**src/rtl/xbg_pkg.sv**
```systemverilog
package xbg_pkg;
  localparam int XBG_AW  = 16;
  localparam int XBG_SPW = 2;

  typedef struct packed {
    logic ula_off;  // bit 2
    logic snd_off;  // bit 1
    logic bus_on;   // bit 0
  } xbg_ctl_t;

  localparam int XBG_CTL_W = $bits(xbg_ctl_t);

  function automatic logic even_port(input logic a0);
    return ~a0;
  endfunction

  function automatic logic [XBG_SPW-1:0] clamp_speed(input logic on,
                                                      input logic [XBG_SPW-1:0] req);
    return on ? '0 : req;
  endfunction
endpackage

```
**src/rtl/xbg_ctl_reg.sv**
```systemverilog
module xbg_ctl_reg
  import xbg_pkg::*;
(
  input  logic                 clk,
  input  logic                 rst_n,
  input  logic                 we,
  input  logic [XBG_CTL_W-1:0] wdata,
  output xbg_ctl_t             ctl
);
  always_ff @(posedge clk) begin
    if (!rst_n)  ctl <= '0;
    else if (we) ctl <= xbg_ctl_t'(wdata);
  end

  // the register is cleared when reset is released
  assert_ctl_clear_R1: assert property (@(posedge clk) disable iff (!rst_n)
    $past(!rst_n) |-> (ctl == '0));
  // a write lands at the next edge
  assert_ctl_write_R8: assert property (@(posedge clk) disable iff (!rst_n)
    we |=> (ctl == xbg_ctl_t'($past(wdata))));
endmodule

```
**src/rtl/xbg_inhibit_latch.sv**
```systemverilog
module xbg_inhibit_latch (
  input  logic clk,
  input  logic rst_n,
  input  logic iorq_n,
  input  logic inhibit,
  output logic inh_q
);
  wire strobe_idle = iorq_n;

  always_ff @(posedge clk) begin
    if (!rst_n)           inh_q <= 1'b0;
    else if (strobe_idle) inh_q <= inhibit;
  end

  // held for as long as the strobe stays active
  assert_inh_hold_R6: assert property (@(posedge clk) disable iff (!rst_n)
    (!iorq_n && $past(!iorq_n) && $past(rst_n)) |-> $stable(inh_q));
endmodule

```
**src/rtl/xbg_port_decode.sv**
```systemverilog
module xbg_port_decode
  import xbg_pkg::*;
#(
  parameter int              ADDR_W = XBG_AW,
  parameter logic [ADDR_W-1:0] SND_A = 16'hFFFD,
  parameter logic [ADDR_W-1:0] SND_B = 16'hBFFD
) (
  input  logic [ADDR_W-1:0] addr,
  input  logic              iorq_n,
  input  xbg_ctl_t          ctl,
  input  logic              inh_q,
  output logic              ula_hit,
  output logic              snd_hit,
  output logic              claimed,
  output logic              ula_en,
  output logic              snd_en
);
  logic ula_port, snd_port;

  always_comb begin
    ula_port = even_port(addr[0]);
    snd_port = (addr == SND_A) || (addr == SND_B);
    ula_hit  = ula_port && !ctl.ula_off && !inh_q;
    snd_hit  = snd_port && !ctl.snd_off;
    claimed  = ula_hit || snd_hit;
    ula_en   = ula_hit && !iorq_n;
    snd_en   = snd_hit && !iorq_n;
  end
endmodule

```
**src/rtl/xbg_strobe_gate.sv**
```systemverilog
module xbg_strobe_gate
  import xbg_pkg::*;
#(
  parameter int ADDR_W = XBG_AW
) (
  input  logic               bus_on,
  input  logic               claimed,
  input  logic [ADDR_W-1:0]  addr,
  input  logic               iorq_n,
  input  logic               rd_n,
  input  logic               wr_n,
  input  logic [XBG_SPW-1:0] speed_req,
  output logic [ADDR_W-1:0]  bus_addr,
  output logic               bus_iorq_n,
  output logic               bus_rd_n,
  output logic               bus_wr_n,
  output logic               fwd,
  output logic [XBG_SPW-1:0] speed_eff
);
  always_comb begin
    fwd        = bus_on && !claimed;
    bus_addr   = bus_on ? addr : '0;
    bus_iorq_n = !(fwd && !iorq_n);
    bus_rd_n   = !(fwd && !iorq_n && !rd_n);
    bus_wr_n   = !(fwd && !iorq_n && !wr_n);
    speed_eff  = clamp_speed(bus_on, speed_req);
  end
endmodule

```
**src/rtl/xbus_io_gate.sv**
```systemverilog
module xbus_io_gate
  import xbg_pkg::*;
#(
  parameter int              ADDR_W = XBG_AW,
  parameter logic [ADDR_W-1:0] SND_A = 16'hFFFD,
  parameter logic [ADDR_W-1:0] SND_B = 16'hBFFD
) (
  input  logic               clk,
  input  logic               rst_n,
  input  logic [ADDR_W-1:0]  cpu_addr,
  input  logic               cpu_iorq_n,
  input  logic               cpu_rd_n,
  input  logic               cpu_wr_n,
  input  logic               ctl_we,
  input  logic [XBG_CTL_W-1:0] ctl_wdata,
  input  logic [XBG_SPW-1:0] speed_req,
  input  logic               ext_inhibit,
  output logic [ADDR_W-1:0]  bus_addr,
  output logic               bus_iorq_n,
  output logic               bus_rd_n,
  output logic               bus_wr_n,
  output logic               ula_en,
  output logic               snd_en,
  output logic [XBG_SPW-1:0] speed_eff
);
  xbg_ctl_t ctl;
  logic     inh_q, ula_hit, snd_hit, claimed, fwd;

  xbg_ctl_reg u_ctl (
    .clk(clk), .rst_n(rst_n), .we(ctl_we), .wdata(ctl_wdata), .ctl(ctl));

  xbg_inhibit_latch u_inh (
    .clk(clk), .rst_n(rst_n), .iorq_n(cpu_iorq_n), .inhibit(ext_inhibit),
    .inh_q(inh_q));

  xbg_port_decode #(.ADDR_W(ADDR_W), .SND_A(SND_A), .SND_B(SND_B)) u_dec (
    .addr(cpu_addr), .iorq_n(cpu_iorq_n), .ctl(ctl), .inh_q(inh_q),
    .ula_hit(ula_hit), .snd_hit(snd_hit), .claimed(claimed),
    .ula_en(ula_en), .snd_en(snd_en));

  xbg_strobe_gate #(.ADDR_W(ADDR_W)) u_gate (
    .bus_on(ctl.bus_on), .claimed(claimed), .addr(cpu_addr),
    .iorq_n(cpu_iorq_n), .rd_n(cpu_rd_n), .wr_n(cpu_wr_n),
    .speed_req(speed_req), .bus_addr(bus_addr), .bus_iorq_n(bus_iorq_n),
    .bus_rd_n(bus_rd_n), .bus_wr_n(bus_wr_n), .fwd(fwd),
    .speed_eff(speed_eff));

  // connector idle while the bus is off
  assert_bus_neutral_R2: assert property (@(posedge clk) disable iff (!rst_n)
    !ctl.bus_on |-> (bus_iorq_n && bus_rd_n && bus_wr_n && bus_addr == '0));
  // speed clamp while the bus is on
  assert_speed_clamp_R3: assert property (@(posedge clk) disable iff (!rst_n)
    ctl.bus_on |-> (speed_eff == '0));
  // a claimed even-port cycle is not forwarded
  assert_ula_not_fwd_R4: assert property (@(posedge clk) disable iff (!rst_n)
    ula_en |-> (bus_iorq_n && bus_rd_n && bus_wr_n));
  // a claimed sound cycle is not forwarded
  assert_snd_not_fwd_R5: assert property (@(posedge clk) disable iff (!rst_n)
    snd_en |-> (bus_iorq_n && bus_rd_n && bus_wr_n));
  // a bus strobe only appears when forwarding
  assert_fwd_strobe_R7: assert property (@(posedge clk) disable iff (!rst_n)
    !bus_iorq_n |-> (fwd && !cpu_iorq_n && !ula_en && !snd_en));
endmodule

```
**config.mk**
```make
export PLATFORM = sky130hd
export DESIGN_NAME = xbus_io_gate
export DESIGN_NICKNAME = d
export VERILOG_FILES = /design/src/rtl/xbg_pkg.sv /design/src/rtl/xbg_ctl_reg.sv /design/src/rtl/xbg_inhibit_latch.sv /design/src/rtl/xbg_port_decode.sv /design/src/rtl/xbg_strobe_gate.sv /design/src/rtl/xbus_io_gate.sv
export SDC_FILE = /design/constraint.sdc
export NUM_CORES = 1
export LEC_CHECK = 0
export BUFFER_PORTS_ARGS = -buffer_cell sky130_fd_sc_hd__clkbuf_2
export CAP_MARGIN = 20
export CORE_AREA = 2 2 39 41
export CTS_CLUSTER_SIZE = 40
export DETAILED_ROUTE_END_ITERATION = 6
export DIE_AREA = 0 0 41 43
export PLACE_DENSITY = 0.75
export SYNTH_ARGS = -nofsm -noshare
export SYNTH_HDL_FRONTEND = slang
export SYNTH_SLANG_ARGS = --single-unit
```
**constraint.sdc**
```tcl
create_clock -name clk -period 1.4 [get_ports clk]
set_clock_uncertainty 0.05 [all_clocks]
set_input_delay 0.07 -clock clk [delete_from_list [all_inputs] [get_ports clk]]
set_output_delay 0.07 -clock clk [all_outputs]
set_load 0.005 [all_outputs]
```
# == Yosys cells after proc, flatten, opt, wreduce, memory -nomap -nowiden ==
# Cells that the tools add are included.
# classes
n_eq_ne,2
mux,2
bitwise_logic,1
n_reduce_logical,21
# op_table
cell,count
$eq A16 B16 Y1 const B,2
$mux W16,1
$logic_not A1 Y1,10
$logic_and A1 B1 Y1,9
$logic_or A1 B1 Y1,2
$mux W2,1
$not A1 Y1,1
# totals
ff_bits,4
out_inout_bits,23

# == Depth between registers and ports, before layout ==
# Gate-level depths: netlist (run 1).
# depth
ltp_word,9
depth_mapped,3

# == Cells and area by module ==
# Synthesis (run 1) repeated with hierarchy kept, for this count alone.
# unflattened
hier_cells,45
area_unflattened_um2,374.1
# modules_own_cells
mod,instances,cells_per_inst,area_per_inst_um2,seq_area_each_um2
xbg_strobe_gate,1,24,162.7,0.0
xbg_ctl_reg,1,9,108.9,60.1
xbg_port_decode,1,9,66.3,0.0
xbg_inhibit_latch,1,3,36.3,20.0

# == Worst setup path after synthesis (run 1) ==
# Ideal clock, no wire load.
# synth_path
kind,flip-flop to output port
start,register u_ctl.ctl[1] (netlist name)
end,output port snd_en
arrival_ns,1.104
required_ns,1.280
setup_slack_ns,0.176
path_stages_with_launch,4
path_buffers,0
path_cell_list,dfxtp_1 nand4b_1 or4_4 nor2_1
# synth_via
elab_chain_cells,3
# synth_lines
element,line,rtl
$logic_not A1 Y1,xbg_port_decode.sv:24,snd_hit = snd_port && !ctl.snd_off;
$logic_and A1 B1 Y1,xbg_port_decode.sv:24,
$logic_and A1 B1 Y1,xbg_port_decode.sv:27,snd_en = snd_hit && !iorq_n;
"end, declared",xbus_io_gate.sv:23,"output logic snd_en,"
# Every way passes these cells.

# == Worst setup path in the final report (run 1) ==
# layout_path
start,register u_ctl.ctl[1] (netlist name)
end,output port snd_en
# layout_via
elab_chain_cells,3
# layout_lines
element,line
$logic_not A1 Y1,xbg_port_decode.sv:24
$logic_and A1 B1 Y1,xbg_port_decode.sv:24
$logic_and A1 B1 Y1,xbg_port_decode.sv:27
# Every way passes these cells.

==> impl_results.md, run 1 <==
* IO Count at roughly 50
* Max-capacitance violation count at 0
* Main combinational cell family by area after synthesis: simple AND/OR/NAND/NOR gates
* Launch point of the worst path: u_ctl.ctl[1]
* Post-DRT Antenna Nets at 0
* CTS root buffer: clkbuf_4
* Seq/Total Area, Yosys at 0.2294
* RSZ-0062 raised after global routing: yes
* Clock transition at path regs at 0.04 ns
* Slew HR at 0.8149
* Number of global-route vias before repair at 436
* Remaining routing DRC violations at 0
* Tcrit/Tclk final at 1.071
* Simple-Gate Fraction of Synth Area at 0.6344
* Cell Rows at 14
* Post-synth top area cell: and2_1
* Hold-fix buffer count after cts at 0
* Buffers added on ports at 50
* Die height at 43 microns
* Yosys warns at 0
* Tightest hold margin at about 0.041 ns
* Synthesized instance count at 45
* Core box area at 1384 sq um
* Post-layout min period at ~1.5 ns
* Critical path arrival at ~1.4 ns
* Worst setup endpoint: snd_en
* Grt ovf at 0
* Register-to-Register Path Depth at 2
* Synthesized area per cell at a little under 8 sq um
* Adder-cell share of the synthesized area at 0
* Initial antenna violation count at 0
* CP max FO at 4
* Die Area at ~1800 sq um
* Later-pin clock latency in the skew report at roughly 0.23 ns
* Static Leakage at about 0.00036 uW
* DR vias/cell at ~4.4
* TritonCTS buffer count at 3
* Initial Util at 0.2523
* Worst EP required at around 1.3 ns
* Synthesis-to-finish area growth at 85.30%
* Hold WC Path Type: primary input to flop
* Reg2reg setup slack at a little under 0.6 ns
* Setup ws final at -0.1000 ns
* Nets@finish at about 130
* Status: finished, violations left
* Vias at between 400 and 500
* Seq cells post-synth at 4
* Clk buf depth at 2
* Synth Area in XOR/XNOR at 0
* Capturing point of the worst reg2reg path: u_ctl.ctl[0]
* Post-Synthesis Cell Area at between 300 and 400 sq um
* Largest net degree at the start of global routing at 23
* Final-report hold violation count at 0
* Power per standard cell area at 596.3 nW/um^2
* Compound-Gate Fraction of Synth Area at 0
* Gp weighted congestion at 0.6520
* Clock sinks at 4
* H-tree depth at 1
* Fin. max-slew vios at 0
* Total track usage at 0.1348
* Fmax achieved at 666.7 MHz
* Syn nets at 73
* Critical Path Start Type: flop
* Routed WL per cell at 9.504 microns
* First-pass GRT wire length at 1635 microns
* CP endpoint kind: primary output
* Share of post-route cells with drive strength above 1 at 0.5979
* DRT iter0 DRCs at 3
* First-pass DRT Iterations at 3
* Max VDD drop at between 400 and 500 uV
* WL final at around 1100 microns
* Overall power at ~390 uW
* Mux contribution to synthesized area at 0.1147
* Die width at around 40 microns
* Main area contributors after synthesis: and2_1 29%, dfxtp_1 23%, mux2i_1 11%, nor2b_1 11%, nand4b_1 7.5%
* Setup CP Type: flop to primary output
* CTS tree: yes
* Number of diodes at 0
* Worst-Margin Slew at 0.2777 ns
* Final setup viols at 4
* Number of unique standard cell types used by synthesis at 10
* Worst r2r src: u_ctl.ctl[0]
* Yosys top cell area share at 0.2867
* Violated checks: negative setup slack
## layout make-up
cell class	count	area (sq um)
flip-flops and latches	4	82.58
clock buffers	3	22.52
well taps	16	20.02
multi-input cells	39	264.0
fillers	145	737.0
repair buffers	51	257.7
## synthesized netlist by cell type
master     n
nand4b_1   3
dfxtp_1    4
and2_1    16
or4_4      1
clkbuf_1   2
nand4_1    4
or3_1      1
mux2i_1    4
nor2b_1    6
nor2_1     4
## stage by stage
step	setup WS, ns	cell area (sq um)	utilization	TNS [ns]	std cells
2_1_floorplan	0.1759	349.1	-	0	45
3_3_place_gp	0.06183	611.8	0.4421	0	109
3_5_place_dp	0.04050	611.8	0.4421	0	109
4_1_cts	-0.1027	645.6	0.4665	-0.3904	113
5_1_grt	-0.1920	646.9	0.4675	-0.6894	113
6_report	-0.1000	646.9	0.4675	-0.3691	113
## sequential cells by signal (all words and copies together), names as in the netlist
| register | cells |
|---|---|
| u_ctl.ctl | 3 |
| u_inh.inh_q | 1 |
## per-layer routing
layer	track usage	routed length, microns
met1	0.1294	381
met2	0.2313	553
met3	0.07330	138
met4	0.04000	0
met5	0	0
## cell usage in the layout, fill, tap and decap left out, drive strengths merged
master / count
or4: 1
nor2: 4
nand4: 4
buf: 5
and2: 16
clkbuf: 49
mux2i: 4
or3: 1
nor2b: 6
dfxtp: 4
nand4b: 3
## worst max-delay path, cell delays in order, from the launching register on
cell and delay, ns:
dfxtp_2 0.31, nand4b_1 0.16, or4_4 0.45, nor2_2 0.12, buf_2 0.11
## where the power goes
| group | internal (uW) | switching, uW | leakage [uW] | total (uW) |
|---|---|---|---|---|
| clock network | 95.9 | 47.2 | 0.0000138 | 143 |
| logic | 67.7 | 43.7 | 0.000315 | 111 |
| registers | 122 | 9.09 | 0.0000337 | 131 |
## worst min-delay path by stage
stage,depth (start not counted),to,slack (ns),from
6_report,2,u_ctl.ctl[0],0.04,rst_n
5_1_grt,2,u_ctl.ctl[2],0.05,rst_n
4_1_cts,2,u_ctl.ctl[0],0.04,rst_n
3_5_place_dp,2,u_ctl.ctl[2],0.28,rst_n
3_3_place_gp,2,u_ctl.ctl[1],0.27,rst_n
2_1_floorplan,1,snd_en,0.12,cpu_iorq_n
## kinds of logic (layout without fill, tap and decap cells)
kind of cell / after synthesis / count (layout)
buf+inv: 2 / 54
flops: 4 / 4
mux: 4 / 4
simple gates: 35 / 35
## repair_timing
item                       in CTS  in global routing
gates resized for setup         2                  5
buffers inserted                1                  0
gates cloned                    0                  0
pin swaps                       4                  2
setup endpoints to repair       4                 17
hold endpoints to repair        0                  0
No activity file was read; power rests on OpenSTA's default activity.
==> run 2, diff against run 1 <==
--- a/config.mk
+++ b/config.mk
@@ -8,9 +8,11 @@
 export BUFFER_PORTS_ARGS = -buffer_cell sky130_fd_sc_hd__clkbuf_2
 export CAP_MARGIN = 20
 export CORE_AREA = 2 2 39 41
+export CTS_BUF_LIST = sky130_fd_sc_hd__clkbuf_16
 export CTS_CLUSTER_SIZE = 40
 export DETAILED_ROUTE_END_ITERATION = 6
 export DIE_AREA = 0 0 41 43
+export GPL_TIMING_DRIVEN = 0
 export PLACE_DENSITY = 0.75
 export SYNTH_ARGS = -nofsm -noshare
 export SYNTH_HDL_FRONTEND = slang
==> impl_results.md, run 2 (synthesized netlist as in run 1, its figures left out) <==
* Static Leakage at 0.0003825 uW (+5.5%)
* CP max FO at 4 (unchanged)
* Max reg flops at 3 (unchanged)
* Commonest non-fill, non-tap cells in the layout: 47 x clkbuf_2, 16 x and2_1, 6 x nor2b_1
* CP endpoint kind: primary output
* Share of post-route cells with drive strength above 1 at 0.5612 (-0.03671)
* Hold WC Path Type: primary input to flop
* Buffers added on ports at 50 (unchanged)
* Place WS at 0.01694 ns (-0.02356 ns)
* WL final at 1114 microns (+3.7%)
* Later-pin clock latency in the skew report at 0.22 ns (about the same)
* Post-layout min period at 1.489 ns (-0.01099 ns)
* Initial antenna violation count at 0 (unchanged)
* Fin. max-slew vios at 0 (unchanged)
* Overall power at 685.4 uW (+78%)
* Cell Rows at 14 (unchanged)
* Commonest non-fill, non-tap cell in the layout: clkbuf_2
* Setup ws final at -0.08904 ns (+0.01099 ns)
* DRT iter0 DRCs at 2 (-1)
* Nets@finish at 128 (+0.79%)
* Clock transition at path regs at 0.03 ns (about the same)
* Die height at 43 microns (unchanged)
* H-tree depth at 1 (unchanged)
* Tcrit/Tclk final at 1.064 (-0.007847)
* Worst EP required at 1.28 ns (about the same)
* Gp weighted congestion at 0.6565 (+0.69%)
* Grt ovf at 0 (unchanged)
* CTS tree: yes
* Worst-Margin Slew at 0.2841 ns (+0.006438 ns)
* Final setup viols at 4 (unchanged)
* Clock sinks at 4 (unchanged)
* Top flop regs: u_ctl.ctl: 3 flops, u_inh.inh_q: 1 flops
* Largest net degree at the start of global routing at 11 (-52%)
* Die width at 41 microns (unchanged)
* Number of diodes at 0 (unchanged)
* IO Count at 51 (unchanged)
* Clk buf depth at 2 (unchanged)
* Setup TNS at -0.3269 ns (+0.04221 ns)
* Fmax achieved at 671.6 MHz (+0.74%)
* CTS root buffer: clkbuf_16
* Setup CP Type: flop to primary output
* Total track usage at 0.1304 (-0.004418)
* Initial Util at 0.2523 (unchanged)
* Hold-fix buffer count after cts at 0 (unchanged)
* Post-DRT Antenna Nets at 0 (unchanged)
* Max VDD drop at 756.3 uV (+69%)
* Status: finished, violations left
* DR vias/cell at 4.395 (+0.32%)
* Core box area at 1384 sq um (unchanged)
* Die Area at 1763 sq um (unchanged)
* RSZ-0062 raised after global routing: yes
* Violated checks: negative setup slack
* Synthesis-to-finish area growth at 99.28%
* Critical Path Start Type: flop
* Number of global-route vias before repair at 442 (+1.4%)
* First-pass DRT Iterations at 2 (-1)
* Power per standard cell area at 985.3 nW/um^2 (+65%)
* First-pass GRT wire length at 1628 microns (-0.43%)
* Vias at 501 (+1.2%)
* Routed WL per cell at 9.772 microns (+2.8%)
* Final-report hold violation count at 0 (unchanged)
* TritonCTS buffer count at 3 (unchanged)
* Critical path arrival at 1.37 ns (about the same)
* Remaining routing DRC violations at 0 (unchanged)
* Largest register by flop count: u_ctl.ctl
* Max-capacitance violation count at 0 (unchanged)
* Slew HR at 0.8106 (-0.004292)
-- run 2: cell type report --
type / count / area, sq um
clock buffer: 3 / 75.07
timing repair buffer: 50 / 250.2
fill: 133 / 688.2
sequential: 4 / 81.33
tap: 16 / 20.02
multi-input combinational: 39 / 261.5
buffer: 2 / 7.507
-- run 2: worst paths after layout --
kind	end	slack (ns)	cells after the start	from
min reg2reg	u_ctl.ctl[2]	0.46	2	u_ctl.ctl[2]
min	u_ctl.ctl[2]	0.04	2	rst_n
max reg2reg	u_ctl.ctl[0]	0.73	2	u_ctl.ctl[0]
max	bus_rd_n	-0.09	4	u_ctl.ctl[1]
-- run 2: where the power goes --
part           switching [uW]  total [uW]  internal [uW]
clock                    78.2         443            365
sequential               4.32         126            122
combinational            49.1         116           67.1
-- run 2: layer usage --
metal / up-vias / global-route usage / part of all wire
li1: 262 / - / -
met5: - / 0 / 0
met1: 214 / 0.1314 / 0.37
met3: 0 / 0.03141 / 0.090
met2: 25 / 0.2406 / 0.54
met4: 0 / 0.04000 / 0
-- run 2: worst max-delay path, stage by stage (launching register included) --
cell and delay [ns]:
dfxtp_2 0.31, nand4b_1 0.16, or4_4 0.45, nand4_1 0.11, buf_2 0.12
-- run 2: timing repair --
item,CTS,global route
pin swaps,4,1
resized for setup,1,3
buffers inserted,0,0
setup endpoints to repair,4,4
-- run 2: per-stage QoR --
stage	hold WS, ns	util	instances	cell area (sq um)
after floorplan	0.1211	-	45	349.1
final	0.04208	0.5027	114	695.7
after CTS	0.04723	0.5027	114	695.7
after global routing	0.06680	0.5027	114	695.7
after detailed placement	0.2761	0.4476	111	619.3
after global placement	0.2711	0.4476	111	619.3
==> run 3, diff against run 2 <==
--- a/config.mk
+++ b/config.mk
@@ -5,15 +5,15 @@
 export SDC_FILE = /design/constraint.sdc
 export NUM_CORES = 1
 export LEC_CHECK = 0
+export ABC_AREA = 1
 export BUFFER_PORTS_ARGS = -buffer_cell sky130_fd_sc_hd__clkbuf_2
 export CAP_MARGIN = 20
-export CORE_AREA = 2 2 39 41
+export CORE_UTILIZATION = 31
 export CTS_BUF_LIST = sky130_fd_sc_hd__clkbuf_16
 export CTS_CLUSTER_SIZE = 40
 export DETAILED_ROUTE_END_ITERATION = 6
-export DIE_AREA = 0 0 41 43
 export GPL_TIMING_DRIVEN = 0
-export PLACE_DENSITY = 0.75
+export PLACE_DENSITY = 0.8
 export SYNTH_ARGS = -nofsm -noshare
 export SYNTH_HDL_FRONTEND = slang
 export SYNTH_SLANG_ARGS = --single-unit
==> impl_results.md, run 3 <==
* Count leader, synth: inv_1
* DR vias/cell at 4.046 (-7.9%)
* Synthesized area per cell at 4.902 sq um (-37%)
* Die Area at 1495 sq um (-15%)
* Setup TNS at 0 ns (+0.3269 ns)
* First-pass GRT wire length at 1704 microns (+4.7%)
* Final-report hold violation count at 0 (unchanged)
* Top post-synthesis cells by count: 28 x inv_1, 26 x nand2_1, 10 x nor2_1
* First-pass DRT Iterations at 3 (+1)
* Later-pin clock latency in the skew report at 0.22 ns (about the same)
* Routed WL per cell at 7.671 microns (-21%)
* Place WS at 0.4173 ns (+0.4004 ns)
* Remaining routing DRC violations at 0 (unchanged)
* CP max FO at 10 (+6)
* Worst-Margin Slew at 0.2366 ns (-0.04754 ns)
* Largest register by flop count: u_ctl.ctl
* CTS root buffer: clkbuf_16
* Vias at 615 (+23%)
* Fin. max-slew vios at 0 (unchanged)
* Top flop regs: u_ctl.ctl: 3 flops, u_inh.inh_q: 1 flops
* Number of unique standard cell types used by synthesis at 13 (+3)
* Hold depth at 3 (+1)
* Setup CP Type: flop to primary output
* Post-Synthesis Cell Area at 416.7 sq um (+19%)
* Cell Rows at 12 (-2)
* Dpl cell area at 684.4 sq um (+11%)
* Tightest hold margin at 0.02395 ns (-0.01813 ns)
* Core box area at 1171 sq um (-15%)
* Hold WC Path Type: primary input to flop
* Main area contributors after synthesis: inv_1 25%, nand2_1 23%, dfxtp_1 19%, nor2_1 9.0%, o21ai_0 4.8%
* RSZ-0062 raised after global routing: no
* Initial Util at 0.3558 (+0.1035)
* Setup ws final at 0.1794 ns (+0.2685 ns)
* Largest net degree at the start of global routing at 11 (unchanged)
* Initial antenna violation count at 0 (unchanged)
* Seq cells post-synth at 4 (unchanged)
* Synthesis-to-finish area growth at 82.28%
* Reg2reg setup slack at 0.57 ns (-0.16 ns)
* Number of diodes at 0 (unchanged)
* TritonCTS buffer count at 3 (unchanged)
* Power per standard cell area at 924.9 nW/um^2 (-6.1%)
* Critical Path Start Type: flop
* Critical path arrival at 1.10 ns (-0.27 ns)
* Register-to-Register Path Depth at 3 (+1)
* Synth Flop Type: dfxtp_1
* Capturing point of the worst reg2reg path: u_ctl.ctl[0]
* Hold-fix buffer count after cts at 0 (unchanged)
* CP endpoint kind: primary output
* Die height at 38.66 microns (-10%)
* Gp weighted congestion at 0.6863 (+4.5%)
* Commonest non-fill, non-tap cell in the layout: clkbuf_2
* Nets@finish at 168 (+31%)
* Post-synth top area cell: inv_1
* Max reg flops at 3 (unchanged)
* Final setup viols at 0 (-4)
* Final Core Density at 0.6485 (+0.1458)
* Synthesized instance count at 85 (+89%)
* DRT iter0 DRCs at 9 (+7)
* Post-DRT Antenna Nets at 0 (unchanged)
* Commonest non-fill, non-tap cells in the layout: 50 x clkbuf_2, 28 x inv_1, 26 x nand2_1
* Post-CTS Setup Inserts at 0 (unchanged)
* H-tree depth at 1 (unchanged)
* Number of global-route vias before repair at 507 (+15%)
* Yosys top cell area share at 0.2523 (-0.03449)
* Clock sinks at 4 (unchanged)
* Yosys warns at 0 (unchanged)
* Die width at 38.66 microns (-5.7%)
* Slew HR at 0.8423 (+0.03169)
* Max-capacitance violation count at 0 (unchanged)
* Post-layout min period at 1.221 ns (-0.2685 ns)
* Design Area, Final at 759.5 sq um (+9.2%)
* CTS tree: yes
* Clk buf depth at 2 (unchanged)
* Async S/R FF share, synth at 0 (unchanged)
* Worst r2r src: u_ctl.ctl[0]
* Post-detailed-placement half-perimeter wirelength at 1039 microns
* Static Leakage at 0.0005881 uW (+54%)
* Tcrit/Tclk final at 0.8718 (-0.1918)
* Fmax achieved at 819.3 MHz (+22%)
* Worst EP required at 1.28 ns (about the same)
* Syn nets at 113 (+55%)
* Hold endpoint: u_ctl.ctl[2]
* Max VDD drop at 806.7 uV (+6.7%)
* WL final at 1166 microns (+4.7%)
* Total track usage at 0.1605 (+0.03013)
* Share of post-route cells with drive strength above 1 at 0.4348 (-0.1264)
* Grt ovf at 0 (unchanged)
* Number of flops mapped to enable cells by yosys at 0 (unchanged)
* Clock transition at path regs at 0.03 ns (about the same)
* Post-cts resize count at 0 (-1)
* Status: finished, final reports clean
* IO Count at 51 (unchanged)
* Seq/Total Area, Yosys at 0.1922 (-0.03720)
* Hold path startpoint: ctl_wdata[2]
* Buffers added on ports at 50 (unchanged)
[run 3: power breakdown]
group          switching [uW]  internal, uW  total (uW)  leakage [uW]
clock                    71.0           364         435     0.0000370
combinational            69.8          70.2         140      0.000518
sequential               4.49           123         127     0.0000333
total                     145           557         702      0.000588
[run 3: worst max path at each step]
stage | start | to
floorplan | u_ctl.ctl[0] | speed_eff[0]
global placement | u_ctl.ctl[0] | bus_addr[7]
detailed placement | u_ctl.ctl[0] | bus_addr[3]
CTS | u_ctl.ctl[0] | bus_addr[3]
global route | u_ctl.ctl[0] | bus_addr[3]
finish | u_ctl.ctl[0] | bus_addr[3]
[run 3: area by class of cell]
| cell class | count | area, sq um |
|---|---|---|
| fillers | 125 | 411.6 |
| repair buffers | 50 | 250.2 |
| multi-input cells | 50 | 212.7 |
| inverters | 29 | 108.9 |
| flip-flops and latches | 4 | 80.08 |
| clock buffers | 3 | 75.07 |
| well taps | 14 | 17.52 |
| plain buffers | 2 | 15.01 |
[run 3: critical path: stages (launching register included)]
cell and delay [ns]:
dfxtp_1 0.32, buf_4 0.17, buf_4 0.17, nand2_1 0.07
inv_1 0.05, clkbuf_2 0.10
[run 3: logic make-up after synthesis]
logic type | after synthesis | synth area share
AO/OA/AOI/OAI | 6 | 0.07207
buffers and inverters | 31 | 0.2973
flip-flops | 4 | 0.1922
AND/OR/NAND/NOR | 44 | 0.4385
[run 3: routing by layer]
layer / share of wire / vias up / global-route usage
li1: - / 345 / -
met1: 0.38 / 248 / 0.1301
met2: 0.55 / 22 / 0.3500
met3: 0.063 / 0 / 0.02312
met4: 0 / 0 / 0.07759
met5: 0 / - / 0
[run 3: metrics by stage]
stage	power (uW)	instances
global placement	265.3	149
finish	702.5	152
detailed placement	269.8	149
CTS	712.0	152
global route	735.7	152
floorplan	189.0	85
